## src/rtl/pse_i2c_pkg.sv

```systemverilog
package pse_i2c_pkg;
  localparam logic [2:0] DEV_ADDR_HI = 3'b010;
  localparam logic [6:0] ALERT_ADDR  = 7'b0001100;

  localparam logic [7:0] REG_EVENT  = 8'h00;
  localparam logic [7:0] REG_MASK   = 8'h01;
  localparam logic [7:0] REG_BUTTON = 8'h1A;

  localparam int BTN_CLR_ALL  = 7;
  localparam int BTN_CLR_PIN  = 6;
  localparam int BTN_PORT_RST = 4;

  typedef enum logic [1:0] {ST_IDLE, ST_RX, ST_ACK_WAIT, ST_ACK_HOLD} slv_state_t;
  typedef enum logic [1:0] {RX_DEV, RX_REG, RX_DATA} rx_kind_t;
endpackage

```

## src/rtl/pse_i2c_line_sync.sv

```systemverilog
module pse_i2c_line_sync #(
  parameter int STAGES = 2
) (
  input  logic clk,
  input  logic rst,
  input  logic scl_i,
  input  logic sda_i,
  output logic scl_s,
  output logic sda_s,
  output logic scl_rise,
  output logic scl_fall,
  output logic start_det,
  output logic stop_det
);
  logic [STAGES-1:0] scl_pipe, sda_pipe;
  logic              scl_q, sda_q;

  always_ff @(posedge clk) begin
    if (rst) begin
      scl_pipe <= '1;
      sda_pipe <= '1;
      scl_q    <= 1'b1;
      sda_q    <= 1'b1;
    end else begin
      scl_pipe <= {scl_pipe[STAGES-2:0], scl_i};
      sda_pipe <= {sda_pipe[STAGES-2:0], sda_i};
      scl_q    <= scl_pipe[STAGES-1];
      sda_q    <= sda_pipe[STAGES-1];
    end
  end

  assign scl_s     = scl_pipe[STAGES-1];
  assign sda_s     = sda_pipe[STAGES-1];
  assign scl_rise  = scl_s & ~scl_q;
  assign scl_fall  = ~scl_s & scl_q;
  assign start_det = scl_s & scl_q & sda_q & ~sda_s;
  assign stop_det  = scl_s & scl_q & ~sda_q & sda_s;
endmodule

```

## src/rtl/pse_i2c_sequencer.sv

```systemverilog
module pse_i2c_sequencer
  import pse_i2c_pkg::*;
(
  input  logic       clk,
  input  logic       rst,
  input  logic [3:0] strap_addr,
  input  logic       sda_s,
  input  logic       scl_rise,
  input  logic       scl_fall,
  input  logic       start_det,
  input  logic       stop_det,
  input  logic [7:0] rd_data,
  output logic [7:0] rd_addr,
  output logic       wr_stb,
  output logic [7:0] wr_addr,
  output logic [7:0] wr_data,
  output logic       sda_pull_low,
  output logic       busy
);
  slv_state_t state;
  rx_kind_t   rx_kind;
  logic [2:0] bitcnt;
  logic [6:0] sh;
  logic [7:0] tx_sh;
  logic [7:0] ptr;
  logic       ptr_vld;
  logic       go_tx;
  logic       tx_on;

  logic [7:0] rx_byte;
  logic       own_hit, ara_hit;

  assign rx_byte = {sh, sda_s};
  assign own_hit = (rx_byte[7:1] == {DEV_ADDR_HI, strap_addr});
  assign ara_hit = (rx_byte[7:1] == ALERT_ADDR) && rx_byte[0];
  assign rd_addr = ptr_vld ? ptr : REG_EVENT;
  assign wr_addr = ptr;

  always_ff @(posedge clk) begin
    if (rst) begin
      state        <= ST_IDLE;
      rx_kind      <= RX_DEV;
      bitcnt       <= '0;
      sh           <= '0;
      tx_sh        <= '0;
      ptr          <= '0;
      ptr_vld      <= 1'b0;
      go_tx        <= 1'b0;
      tx_on        <= 1'b0;
      wr_stb       <= 1'b0;
      wr_data      <= '0;
      sda_pull_low <= 1'b0;
      busy         <= 1'b0;
    end else begin
      wr_stb <= 1'b0;
      if (start_det) begin
        if (!busy) ptr_vld <= 1'b0;
        busy         <= 1'b1;
        state        <= ST_RX;
        rx_kind      <= RX_DEV;
        bitcnt       <= '0;
        tx_on        <= 1'b0;
        sda_pull_low <= 1'b0;
      end else if (stop_det) begin
        busy         <= 1'b0;
        state        <= ST_IDLE;
        tx_on        <= 1'b0;
        sda_pull_low <= 1'b0;
      end else if (tx_on) begin
        // transmit: bit counter wraps to zero after the eighth SCL rise
        if (scl_rise) bitcnt <= bitcnt + 3'd1;
        if (scl_fall) begin
          if (bitcnt == 3'd0) begin
            sda_pull_low <= 1'b0;
            tx_on        <= 1'b0;
            state        <= ST_IDLE;
          end else begin
            tx_sh        <= {tx_sh[6:0], 1'b0};
            sda_pull_low <= ~tx_sh[6];
          end
        end
      end else begin
        unique case (state)
          ST_RX: if (scl_rise) begin
            sh     <= rx_byte[6:0];
            bitcnt <= bitcnt + 3'd1;
            if (bitcnt == 3'd7) begin
              state <= ST_ACK_WAIT;
              go_tx <= 1'b0;
              unique case (rx_kind)
                RX_DEV: begin
                  if (own_hit && !rx_byte[0]) begin
                    rx_kind <= RX_REG;
                  end else if (own_hit) begin
                    go_tx <= 1'b1;
                    tx_sh <= rd_data;
                  end else if (ara_hit) begin
                    go_tx <= 1'b1;
                    tx_sh <= {DEV_ADDR_HI, strap_addr, 1'b1};
                  end else begin
                    state <= ST_IDLE;
                  end
                end
                RX_REG: begin
                  ptr     <= rx_byte;
                  ptr_vld <= 1'b1;
                  rx_kind <= RX_DATA;
                end
                default: begin
                  wr_stb  <= 1'b1;
                  wr_data <= rx_byte;
                end
              endcase
            end
          end
          ST_ACK_WAIT: if (scl_fall) begin
            sda_pull_low <= 1'b1;
            state        <= ST_ACK_HOLD;
          end
          ST_ACK_HOLD: if (scl_fall) begin
            bitcnt <= '0;
            if (go_tx) begin
              tx_on        <= 1'b1;
              sda_pull_low <= ~tx_sh[7];
            end else begin
              sda_pull_low <= 1'b0;
              state        <= ST_RX;
            end
          end
          default: ;
        endcase
      end
    end
  end
endmodule

```

## src/rtl/pse_irq_regs.sv

```systemverilog
module pse_irq_regs
  import pse_i2c_pkg::*;
#(
  parameter int         EVT_W     = 8,
  parameter logic [7:0] MASK_INIT = 8'h00
) (
  input  logic             clk,
  input  logic             rst,
  input  logic [EVT_W-1:0] evt_pulse,
  input  logic             wr_stb,
  input  logic [7:0]       wr_addr,
  input  logic [7:0]       wr_data,
  input  logic [7:0]       rd_addr,
  input  logic             bus_busy,
  output logic [7:0]       rd_data,
  output logic [EVT_W-1:0] event_bits,
  output logic             irq_req,
  output logic             irq_pull_low,
  output logic             port_reset_all
);
  logic [EVT_W-1:0] mask_q;
  logic btn_wr, clr_evt, clr_pin, mask_wr;

  assign btn_wr  = wr_stb && (wr_addr == REG_BUTTON);
  assign mask_wr = wr_stb && (wr_addr == REG_MASK);
  assign clr_evt = btn_wr && wr_data[BTN_CLR_ALL];
  assign clr_pin = btn_wr && (wr_data[BTN_CLR_ALL] || wr_data[BTN_CLR_PIN]);

  for (genvar g = 0; g < EVT_W; g++) begin : g_evt
    always_ff @(posedge clk) begin
      if (rst)               event_bits[g] <= 1'b0;
      else if (evt_pulse[g]) event_bits[g] <= 1'b1;
      else if (clr_evt)      event_bits[g] <= 1'b0;
    end
  end

  always_ff @(posedge clk) begin
    if (rst) begin
      mask_q         <= MASK_INIT[EVT_W-1:0];
      irq_req        <= 1'b0;
      irq_pull_low   <= 1'b0;
      port_reset_all <= 1'b0;
    end else begin
      if (mask_wr) mask_q <= wr_data[EVT_W-1:0];
      if (|(evt_pulse & mask_q)) irq_req <= 1'b1;
      else if (clr_pin)          irq_req <= 1'b0;
      if (!bus_busy) irq_pull_low <= irq_req;
      port_reset_all <= btn_wr && wr_data[BTN_PORT_RST];
    end
  end

  always_comb begin
    rd_data = '0;
    if (rd_addr == REG_EVENT)     rd_data[EVT_W-1:0] = event_bits;
    else if (rd_addr == REG_MASK) rd_data[EVT_W-1:0] = mask_q;
  end
endmodule

```

## src/rtl/pse_i2c_regs.sv

```systemverilog
module pse_i2c_regs #(
  parameter int         EVT_W       = 8,
  parameter int         SYNC_STAGES = 2,
  parameter logic [7:0] MASK_INIT   = 8'h00
) (
  input  logic             clk,
  input  logic             rst,
  input  logic             scl_i,
  input  logic             sda_i,
  output logic             sda_pull_low,
  input  logic [3:0]       strap_addr,
  input  logic [EVT_W-1:0] evt_pulse,
  output logic             irq_pull_low,
  output logic             port_reset_all
);
  logic scl_s, sda_s, scl_rise, scl_fall, start_det, stop_det;
  logic busy, wr_stb, irq_req;
  logic [7:0] rd_addr, rd_data, wr_addr, wr_data;
  logic [EVT_W-1:0] event_bits;

  pse_i2c_line_sync #(.STAGES(SYNC_STAGES)) u_sync (
    .clk(clk), .rst(rst), .scl_i(scl_i), .sda_i(sda_i),
    .scl_s(scl_s), .sda_s(sda_s), .scl_rise(scl_rise), .scl_fall(scl_fall),
    .start_det(start_det), .stop_det(stop_det)
  );

  pse_i2c_sequencer u_seq (
    .clk(clk), .rst(rst), .strap_addr(strap_addr), .sda_s(sda_s),
    .scl_rise(scl_rise), .scl_fall(scl_fall), .start_det(start_det), .stop_det(stop_det),
    .rd_data(rd_data), .rd_addr(rd_addr), .wr_stb(wr_stb), .wr_addr(wr_addr),
    .wr_data(wr_data), .sda_pull_low(sda_pull_low), .busy(busy)
  );

  pse_irq_regs #(.EVT_W(EVT_W), .MASK_INIT(MASK_INIT)) u_regs (
    .clk(clk), .rst(rst), .evt_pulse(evt_pulse), .wr_stb(wr_stb), .wr_addr(wr_addr),
    .wr_data(wr_data), .rd_addr(rd_addr), .bus_busy(busy), .rd_data(rd_data),
    .event_bits(event_bits), .irq_req(irq_req), .irq_pull_low(irq_pull_low),
    .port_reset_all(port_reset_all)
  );
endmodule

```

## config.mk

```make
export PLATFORM = sky130hd
export DESIGN_NAME = pse_i2c_regs
export DESIGN_NICKNAME = d
export VERILOG_FILES = /design/src/rtl/pse_i2c_pkg.sv /design/src/rtl/pse_i2c_line_sync.sv /design/src/rtl/pse_i2c_sequencer.sv /design/src/rtl/pse_irq_regs.sv /design/src/rtl/pse_i2c_regs.sv
export SDC_FILE = /design/constraint.sdc
export NUM_CORES = 1
export LEC_CHECK = 0
export BUFFER_PORTS_ARGS = -buffer_cell sky130_fd_sc_hd__buf_2
export CAP_MARGIN = 20
export CORE_MARGIN = 5
export CORE_UTILIZATION = 35
export DETAILED_ROUTE_END_ITERATION = 8
export PLACE_DENSITY = 0.56
export SYNTH_ARGS = -nofsm -noshare
export SYNTH_HDL_FRONTEND = slang
export SYNTH_SLANG_ARGS = --single-unit
```

## constraint.sdc

```tcl
create_clock -name clk -period 2.45 [get_ports clk]
set_input_delay 0.49 -clock clk [delete_from_list [all_inputs] [get_ports clk]]
set_output_delay 0.49 -clock clk [all_outputs]
set_load 0.01 [all_outputs]
```

* Word-level counts from Yosys, hierarchy flattened *
Index checks and enable logic that the tools add are counted.

cells by class
  multiplexer cells = 73
  reductions and logical operators = 52
  bitwise gates (word level) = 21
  add/sub/neg operators = 1
  eq/ne operators = 31

operators by type and width
  cell                  count
  $mux W8               13
  $mux W1               40
  $reduce_bool A2 Y1    19
  $reduce_and A7 Y1     4
  $mux W2               13
  $eq A8 B1 Y1 const B  2
  $ne A2 B2 Y1 const B  8
  $ne A4 B4 Y1 const B  4
  $reduce_and A8 Y1     2
  $not A1 Y1            13
  $reduce_and A10 Y1    1
  $mux W3               3
  $reduce_bool A3 Y1    3
  $and A8 B8 Y8         1
  $eq A8 B5 Y1 const B  1
  $logic_not A8 Y1      1
  $reduce_or A8 Y1      1
  $and A1 B1 Y1         7
  $eq A7 B4 Y1 const B  1
  $eq A7 B6 Y1          1
  $logic_and A1 B1 Y1   7
  $reduce_or A7 Y1      1
  $ne A3 B2 Y1 const B  2
  $pmux W2 S3           1
  25 further kinds      29

storage, ports and cells
  flip-flop bits (word level) = 69
  input bits = 16
  word-level logic and storage cells = 208

* Longest topological paths before layout *
Gate-level depths: netlist (run 1).

  depth in word-level cells = 12
  gate-level depth with buffers = 8
  depth with buffers taken out = 7

* Cells and area by module *
Synthesis (run 1) repeated with hierarchy kept, for this count alone.

unflattened totals
  cells, all modules = 373
  area total of the unflattened synthesis = 3,354.5 sq um

modules (own cells, without submodules)
  module             cells an instance  instances  sequential area each (sq um)  area each (sq um)
  pse_i2c_sequencer  253                1          880.8                         2,202.1
  pse_irq_regs       104                1          380.4                         962.2
  pse_i2c_line_sync  16                 1          120.1                         190.2

* Worst setup path before layout (run 1) *
No wires, ideal clock.

  kind = flip-flop to flip-flop
  start = register u_seq.bitcnt[1]
  end = register u_seq.tx_sh[4]
  path buffers = 1
  data arrival time = 1,762 ps
  clock period less this slack = 1,900 ps
  data required time = 2,312 ps
  cell stages (with the launch flop) = 9
  slack = 550 ps
  library setup time = 138 ps
  cells stage by stage = dfxtp_1 > ha_1 > ha_1 > nor3b_1 > nand2_1 > o22ai_2 > or2_2 > buf_2 > a311oi_1

on the way
  cells in the longest elaborated chain, start to end = 3

ends and longest elaborated chain
  item                                                          line                                              text
  start: declaration                                            pse_i2c_sequencer.sv:22                           logic [2:0] bitcnt;
  start signal: assignment                                      pse_i2c_sequencer.sv:71                           if (scl_rise) bitcnt <= bitcnt + 3'd1;
  start signal: assignment                                      pse_i2c_sequencer.sv:86                           bitcnt <= bitcnt + 3'd1;
  $logic_not A3 Y1 or $eq A3 B3 Y1 (tied branches)              pse_i2c_sequencer.sv:73, pse_i2c_sequencer.sv:87
  $ne A2 B2 Y1 (no line) or $reduce_bool A2 Y1 (tied branches)  --
  $reduce_and A10 Y1 (no line) *                                --
  end signal: assignment                                        pse_i2c_sequencer.sv:78                           tx_sh <= {tx_sh[6:0], 1'b0};
  end signal: assignment                                        pse_i2c_sequencer.sv:96                           tx_sh <= rd_data;
  end signal: assignment                                        pse_i2c_sequencer.sv:99                           tx_sh <= {DEV_ADDR_HI, strap_addr, 1'b1};
  end: declaration                                              pse_i2c_sequencer.sv:24                           logic [7:0] tx_sh;

Mark *: on every way between the ends. The rest lies on a longest branch, timed or not.
A chain may end at the register's enable or synchronous reset.

* Worst setup path in the final report (run 1) *
  start = register u_seq.sh[5]
  end = register u_seq.tx_sh[5]

on the way
  cells in the longest elaborated chain, start to end = 8

ends and longest elaborated chain
  item                      line                     text
  start: declaration        pse_i2c_sequencer.sv:23  logic [6:0] sh;
  start signal: assignment  pse_i2c_sequencer.sv:85  sh <= rx_byte[6:0];
  $eq A7 B6 Y1              pse_i2c_sequencer.sv:34  assign own_hit = (rx_byte[7:1] == {DEV_ADDR_HI, strap_addr});
  $mux W8                   pse_i2c_sequencer.sv:94  end else if (own_hit) begin
  $mux W8                   pse_i2c_sequencer.sv:92  if (own_hit && !rx_byte[0]) begin
  $mux W8                   pse_i2c_sequencer.sv:90  unique case (rx_kind)
  $mux W8                   pse_i2c_sequencer.sv:87  if (bitcnt == 3'd7) begin
  $mux W8                   pse_i2c_sequencer.sv:84  ST_RX: if (scl_rise) begin
  $mux W8                   pse_i2c_sequencer.sv:83  unique case (state)
  $mux W8                   pse_i2c_sequencer.sv:69  end else if (tx_on) begin

Parallel ways exist; a longest one is shown, timed or not. The select of a mux whose other input is x is not followed.

==> flow_metrics.py, run 1 <==
metrics = {
    "sta": {
        "rsz0062_at_grt": "no",
        "clock_skew_ns": 0.00702,
        "worstMarginPinSlew_ns": 0.556,
        "hold_viol_final": 0,
        "slew_violations": 0,
        "fmaxAchievable_ghz": 0.477,
        "period_needed_ns": 2.09,
        "fin_tns_setup_ns": 0,
        "slew_headroom": 0.628,
        "timing.final.crit_share": 0.855,
        "setup_viol": 0,
    },
    "critical_path": {
        "critPathLaunchType": "flip-flop",
        "critPathLaunch": "u_seq.sh[5]$_SDFFE_PP0P_",
        "reg2reg_to": "u_seq.tx_sh[5]$_SDFFE_PP0P_",
        "r2r_slack_ns": 0.36,
        "critPathKind": "flip-flop to flip-flop",
        "path_max_fanout": 14,
        "reg2reg_depth": 5,
        "critical_path_arrival_ns": 2.35,
        "regToRegStartpoint": "u_seq.sh[5]$_SDFFE_PP0P_",
        "crit_required_ns": 2.71,
        "endpoint_kind": "flip-flop",
    },
    "hold_path": {
        "whs_endpoint": "u_sync.scl_pipe[0]$_SDFF_PP1_",
        "min_from": "scl_i",
        "min_delay_path_depth": 2,
        "hp-class": "primary input to flip-flop",
    },
    "layout": {
        "final_common_cell": "dfxtp_1",
        "stdcell_area_um2": 3500,
        "num-nets-final": 375,
        "syn_to_final_growth_pct": 14.4,
        "final_cell_mix": "69 x dfxtp_1, 54 x nor2_1, 35 x mux2i_1, 18 x buf_2, 17 x a21oi_1",
        "num_antenna_cells": 0,
        "drive_above_1_share": 0.176,
    },
    "clocking": {
        "root_buffer": "clkbuf_8",
        "cts_buffers": 9,
        "clkTransAtPathRegs_ns": 0.08,
        "cts_max_level": 3,
        "post_cts_buffers": 0,
        "cts.repair.resized": 0,
        "ctsHoldBuffers": 0,
        "clock_sinks": 69,
        "cts_tree": "done",
        "clk_path_buf_depth": 2,
        "clk_latency_ns": 0.34,
    },
    "die": {
        "initial_core_util": 0.354,
        "die_width_um": 104,
        "die_h_um": 104,
        "rows": 34,
        "dieArea_um2": 10700,
        "fp.coreArea_um2": 8640,
        "ios": 19,
    },
    "placement": {
        "numPortBuffers": 18,
        "placedInstanceArea_um2": 3300,
        "gp_congestion": 0.884,
        "dp_hpwl_um": 5370,
    },
    "run_status": {
        "status": "completed",
    },
    "grt": {
        "use_met2": 0.214,
        "grtUsageTotal": 0.136,
        "antenna_found_initial": 0,
        "use_met3": 0.0367,
        "grtUsageMet1": 0.189,
        "grt_max_degree": 28,
        "grt_pass1_vias": 2361,
        "overflow": 0,
        "grt_pass1_wl_um": 12100,
        "busiest_layer": "met2",
    },
    "yosys": {
        "yosysWarnings": 0,
        "synth_enable_flop_cells": 0,
        "avgSynthCellArea_um2": 9.25,
        "synthDistinctLibCells": 47,
        "ys_seq_area_frac": 0.451,
        "syn_inst": 331,
        "syn_area_um2": 3060,
        "synth_top_area_frac": 0.451,
        "synth-seq-cells": 69,
        "synthArstFlopShare": 0,
        "yosysTopAreaCell": "dfxtp_1",
        "synth_nets": 353,
        "yosys-top-cells-area": "dfxtp_1 45%, mux2i_1 11%, nor2_1 6.6%",
        "ys.flop_type": "dfxtp_1",
    },
    "detailed_routing": {
        "drt_iter0_drc": 86,
        "routed_wl_um": 7400,
        "vias": 2469,
        "ant_nets": 0,
        "wire_per_inst_um": 15.9,
        "drt_pre_antenna_iters": 4,
        "vias_per_cell": 5.30,
        "drt_drc_violations_left": 0,
    },
    "pwr": {
        "power_density_nw_per_um2": 628,
        "vdd_ir_drop_max_v": 0.000383,
        "power.leakage_uw": 0.00148,
    },
    "run": {
        "cap_violations": 0,
    },
}
[cell type report]
cell class | instances | area [um^2]
fill | 896 | 5130
multi-input combinational | 236 | 1580
sequential | 69 | 1380
timing repair buffer | 29 | 173
tap | 108 | 135
clock buffer | 9 | 124
clock inverter | 7 | 82.6
inverter | 8 | 30.0
[sequential cells by signal (all words and copies together) (netlist names), 2 cells and up]
| signal | count |
|---|---|
| u_seq.sh | 7 |
| u_sync.scl_pipe | 2 |
| u_sync.sda_pipe | 2 |
| u_regs.event_bits | 8 |
| u_regs.mask_q | 8 |
| u_seq.bitcnt | 3 |
| u_seq.tx_sh | 8 |
| u_seq.state | 2 |
| u_seq.rx_kind | 2 |
| u_seq.wr_addr | 8 |
| u_seq.wr_data | 8 |
[report_power, final]
part	leakage (uW)	switching, uW	total (uW)	internal, uW
sequential	0.000560	13.3	1150	1140
combinational	0.000822	51.3	88.9	37.6
clock	0.0000984	476	961	486
total	0.00148	540	2200	1660
[logic make-up after synthesis]
group / synth area share
mux: 0.114
compound gates: 0.153
simple gates: 0.206
flops: 0.451
buf+inv: 0.0335
xor+xnor: 0.0172
fa+ha+maj: 0.0245
[per-stage QoR]
step            util  std cells  setup slack, ns  total power, uW  hold WS (ns)
3_5_place_dp   0.382        450            0.326             1260         0.393
5_1_grt        0.406        466            0.158             2290         0.321
3_3_place_gp   0.382        450            0.391             1260         0.393
6_report       0.406        466            0.356             2200         0.327
2_1_floorplan      -        331            0.550             1230         0.389
4_1_cts        0.406        466            0.364             2220         0.311
[layer usage]
layer	share of wire	vias up
met5	0	-
met3	0.033	6
met2	0.47	31
met1	0.49	1207
li1	-	1225
met4	0.0069	0
[worst max-delay path, cell delays in order, from the launching register on]
cell and delay (ns):
dfxtp_1 0.47, nor3b_2 0.27, nand4_1 0.15, nand2b_1 0.39, or3_1 0.46, a311oi_2 0.26
[cell usage after synthesis, drive strengths merged, types with 3 or more instances]
cell type / count
ha: 6
o21ai: 8
o22ai: 3
a31oi: 5
a311oi: 6
or3: 6
nand2b: 4
clkbuf: 13
nor3: 9
dfxtp: 69
nor3b: 3
inv: 8
a21oi: 17
and2: 4
nand2: 13
a22oi: 10
nand3: 3
nand4: 5
mux2i: 35
nor2b: 3
and3: 7
buf: 5
xnor2: 6
nor2: 54
or2: 7
[worst max path at each step]
stage | endpoint | slack (ns) | depth (start not counted)
after floorplan | u_seq.tx_sh[4]$_SDFFE_PP0P_ | 0.55 | 8
after global placement | u_seq.tx_sh[5]$_SDFFE_PP0P_ | 0.39 | 6
after detailed placement | u_seq.tx_sh[5]$_SDFFE_PP0P_ | 0.33 | 6
after CTS | u_seq.tx_sh[5]$_SDFFE_PP0P_ | 0.36 | 5
after global routing | u_seq.tx_sh[7]$_SDFFE_PP0P_ | 0.16 | 5
final | u_seq.tx_sh[5]$_SDFFE_PP0P_ | 0.36 | 5
(Power assumes the default switching activity.)
==> run 2, diff against run 1 <==
==> constraint.sdc (replaced) <==
create_clock -name clk -period 2.4 [get_ports clk]
set_input_delay 0.48 -clock clk [delete_from_list [all_inputs] [get_ports clk]]
set_output_delay 0.48 -clock clk [all_outputs]
set_load 0.01 [all_outputs]
==> run 2 against run 1 <==
  * Clock power rose by 0.9%
  * Combinational power rose by 2%
  * Register-to-register slack barely moved
  * Hold slack got worse by 0.018 ns
  * Via count fell by 1.4%
  * Non-clock buffer count rose by 1
  * Clock skew barely moved
  * Count of clock-buffer cells in the layout did not move
  * Cell area rose by 0.18%
  * Worst setup slack barely moved
  * Power rose by 1.6%
  * Wire length fell by 1.8%
==> flow_metrics.py, run 2 (synthesized netlist as in run 1, its figures left out) <==
metrics = {
    "run_status": {
        "status": "completed",
    },
    "layout": {
        "final_cell_mix": "69 x dfxtp_1, 54 x nor2_1, 35 x mux2i_1, 18 x buf_2, 17 x a21oi_1",
        "final_common_cell": "dfxtp_1",
        "syn_to_final_growth_pct": 14.6,
        "fill_cells": 882,
        "final-seq-area_um2": 1380,
        "stdcell_area_um2": 3510,
        "multi_input_comb_area_um2": 1580,
        "num_antenna_cells": 0,
        "num-nets-final": 376,
        "drive_above_1_share": 0.178,
    },
    "placement": {
        "placedInstanceArea_um2": 3300,
        "numPortBuffers": 18,
        "dp_hpwl_um": 5290,
        "gp_congestion": 0.861,
    },
    "clocking": {
        "clk_path_buf_depth": 2,
        "cts_tree": "done",
        "ctsHoldBuffers": 0,
        "clk_latency_ns": 0.35,
        "clock_sinks": 69,
        "cts.repair.resized": 0,
        "post_cts_buffers": 0,
        "cts_max_level": 3,
        "clkTransAtPathRegs_ns": 0.08,
        "cts_buffers": 9,
        "root_buffer": "clkbuf_8",
    },
    "critical_path": {
        "r2r_slack_ns": 0.36,
        "critical_path_arrival_ns": 2.30,
        "cpPeakStageDelay_ns": 0.36,
        "cpMaxStageDelayCell": "dfxtp_1",
        "path_common_cell": "ha_1",
        "path_max_fanout": 7,
        "crit_chain": "ha_1, ha_1, nor3b_1, nand2_1, o22ai_2, buf_4, nor3_1, a311oi_1",
        "crit_required_ns": 2.66,
        "critPathLaunchType": "flip-flop",
        "endpoint_kind": "flip-flop",
        "critPathKind": "flip-flop to flip-flop",
    },
    "detailed_routing": {
        "drt_iter0_drc": 96,
        "wire_per_inst_um": 15.6,
        "vias": 2434,
        "routed_wl_um": 7270,
        "vias_per_cell": 5.21,
        "drt_drc_violations_left": 0,
        "ant_nets": 0,
        "drt_pre_antenna_iters": 4,
    },
    "die": {
        "die_h_um": 104,
        "dieArea_um2": 10700,
        "initial_core_util": 0.354,
        "fp.coreArea_um2": 8640,
        "ios": 19,
        "die_width_um": 104,
        "rows": 34,
    },
    "sta": {
        "timing.final.crit_share": 0.852,
        "slew_headroom": 0.623,
        "clock_skew_ns": 0.00670,
        "worstMarginPinSlew_ns": 0.564,
        "fin_tns_setup_ns": 0,
        "slew_violations": 0,
        "rsz0062_at_grt": "no",
        "period_needed_ns": 2.04,
        "hold_viol_final": 0,
        "fmaxAchievable_ghz": 0.489,
        "setup_viol": 0,
    },
    "pwr": {
        "p_clk_frac": 0.434,
        "power.leakage_uw": 0.00149,
        "p_sw_uw": 545,
        "vdd_ir_drop_max_v": 0.000421,
        "p_seq_frac": 0.525,
        "power_uw": 2230,
        "internal_power_uw": 1690,
        "swShare": 0.244,
        "combPwrFrac": 0.041,
        "power_density_nw_per_um2": 637,
    },
    "grt": {
        "grt_pass1_vias": 2425,
        "overflow": 0,
        "grt_max_degree": 24,
        "antenna_found_initial": 0,
        "grtUsageTotal": 0.141,
        "grt_pass1_wl_um": 12400,
    },
    "hold_path": {
        "hp-class": "primary input to flip-flop",
    },
    "run": {
        "cap_violations": 0,
    },
}
run 2: layout make-up:
class / instances / share of cell area
Tap cell: 108 / 0.0385
Sequential cell: 69 / 0.394
Timing Repair Buffer: 30 / 0.0514
Clock inverter: 7 / 0.0232
Multi-Input combinational cell: 236 / 0.449
Clock buffer: 9 / 0.0353
Inverter: 8 / 0.00856
run 2: power by group through the flow:
stage | registers (uW) | clock network [uW] | logic (uW)
final | 1170 | 970 | 90.5
after global routing | 1170 | 1060 | 102
after CTS | 1170 | 1010 | 90.7
after detailed placement | 1200 | 0 | 90.5
after global placement | 1200 | 0 | 89.5
after floorplan | 1190 | 0 | 58.0
run 2: per-stage QoR:
stage	instances	setup slack [ns]	hold WS [ns]	util
3_3_place_gp	451	0.360	0.391	0.382
2_1_floorplan	331	0.500	0.389	-
6_report	467	0.356	0.308	0.406
5_1_grt	467	0.119	0.298	0.406
4_1_cts	467	0.336	0.290	0.406
3_5_place_dp	451	0.350	0.402	0.382
run 2: final timing paths:
check                                                   start                       endpoint  cells past startpoint
worst max-delay path             u_seq.bitcnt[1]$_SDFFE_PP0P_    u_seq.tx_sh[7]$_SDFFE_PP0P_                      8
worst min-delay path                                    sda_i  u_sync.sda_pipe[0]$_SDFF_PP1_                      2
worst max register to register   u_seq.bitcnt[1]$_SDFFE_PP0P_    u_seq.tx_sh[7]$_SDFFE_PP0P_                      8
worst min register to register  u_sync.scl_pipe[0]$_SDFF_PP1_  u_sync.scl_pipe[1]$_SDFF_PP1_                      1
run 2: routing by layer:
layer / vias up / GRT usage / wire length [um]
met5: - / 0 / 0
met4: 0 / 0.0366 / 46
met3: 6 / 0.0379 / 210
met2: 32 / 0.218 / 3340
met1: 1162 / 0.195 / 3670
li1: 1234 / - / -
run 2: worst max-delay path: cells and delay by family (launching register included):
family                   cells  cell delay (ns)
flip-flops                   1             0.36
adder cells (fa/ha/maj)      2             0.33
AO/OA/AOI/OAI                2             0.57
buffers and inverters        1             0.19
AND/OR/NAND/NOR              3             0.50
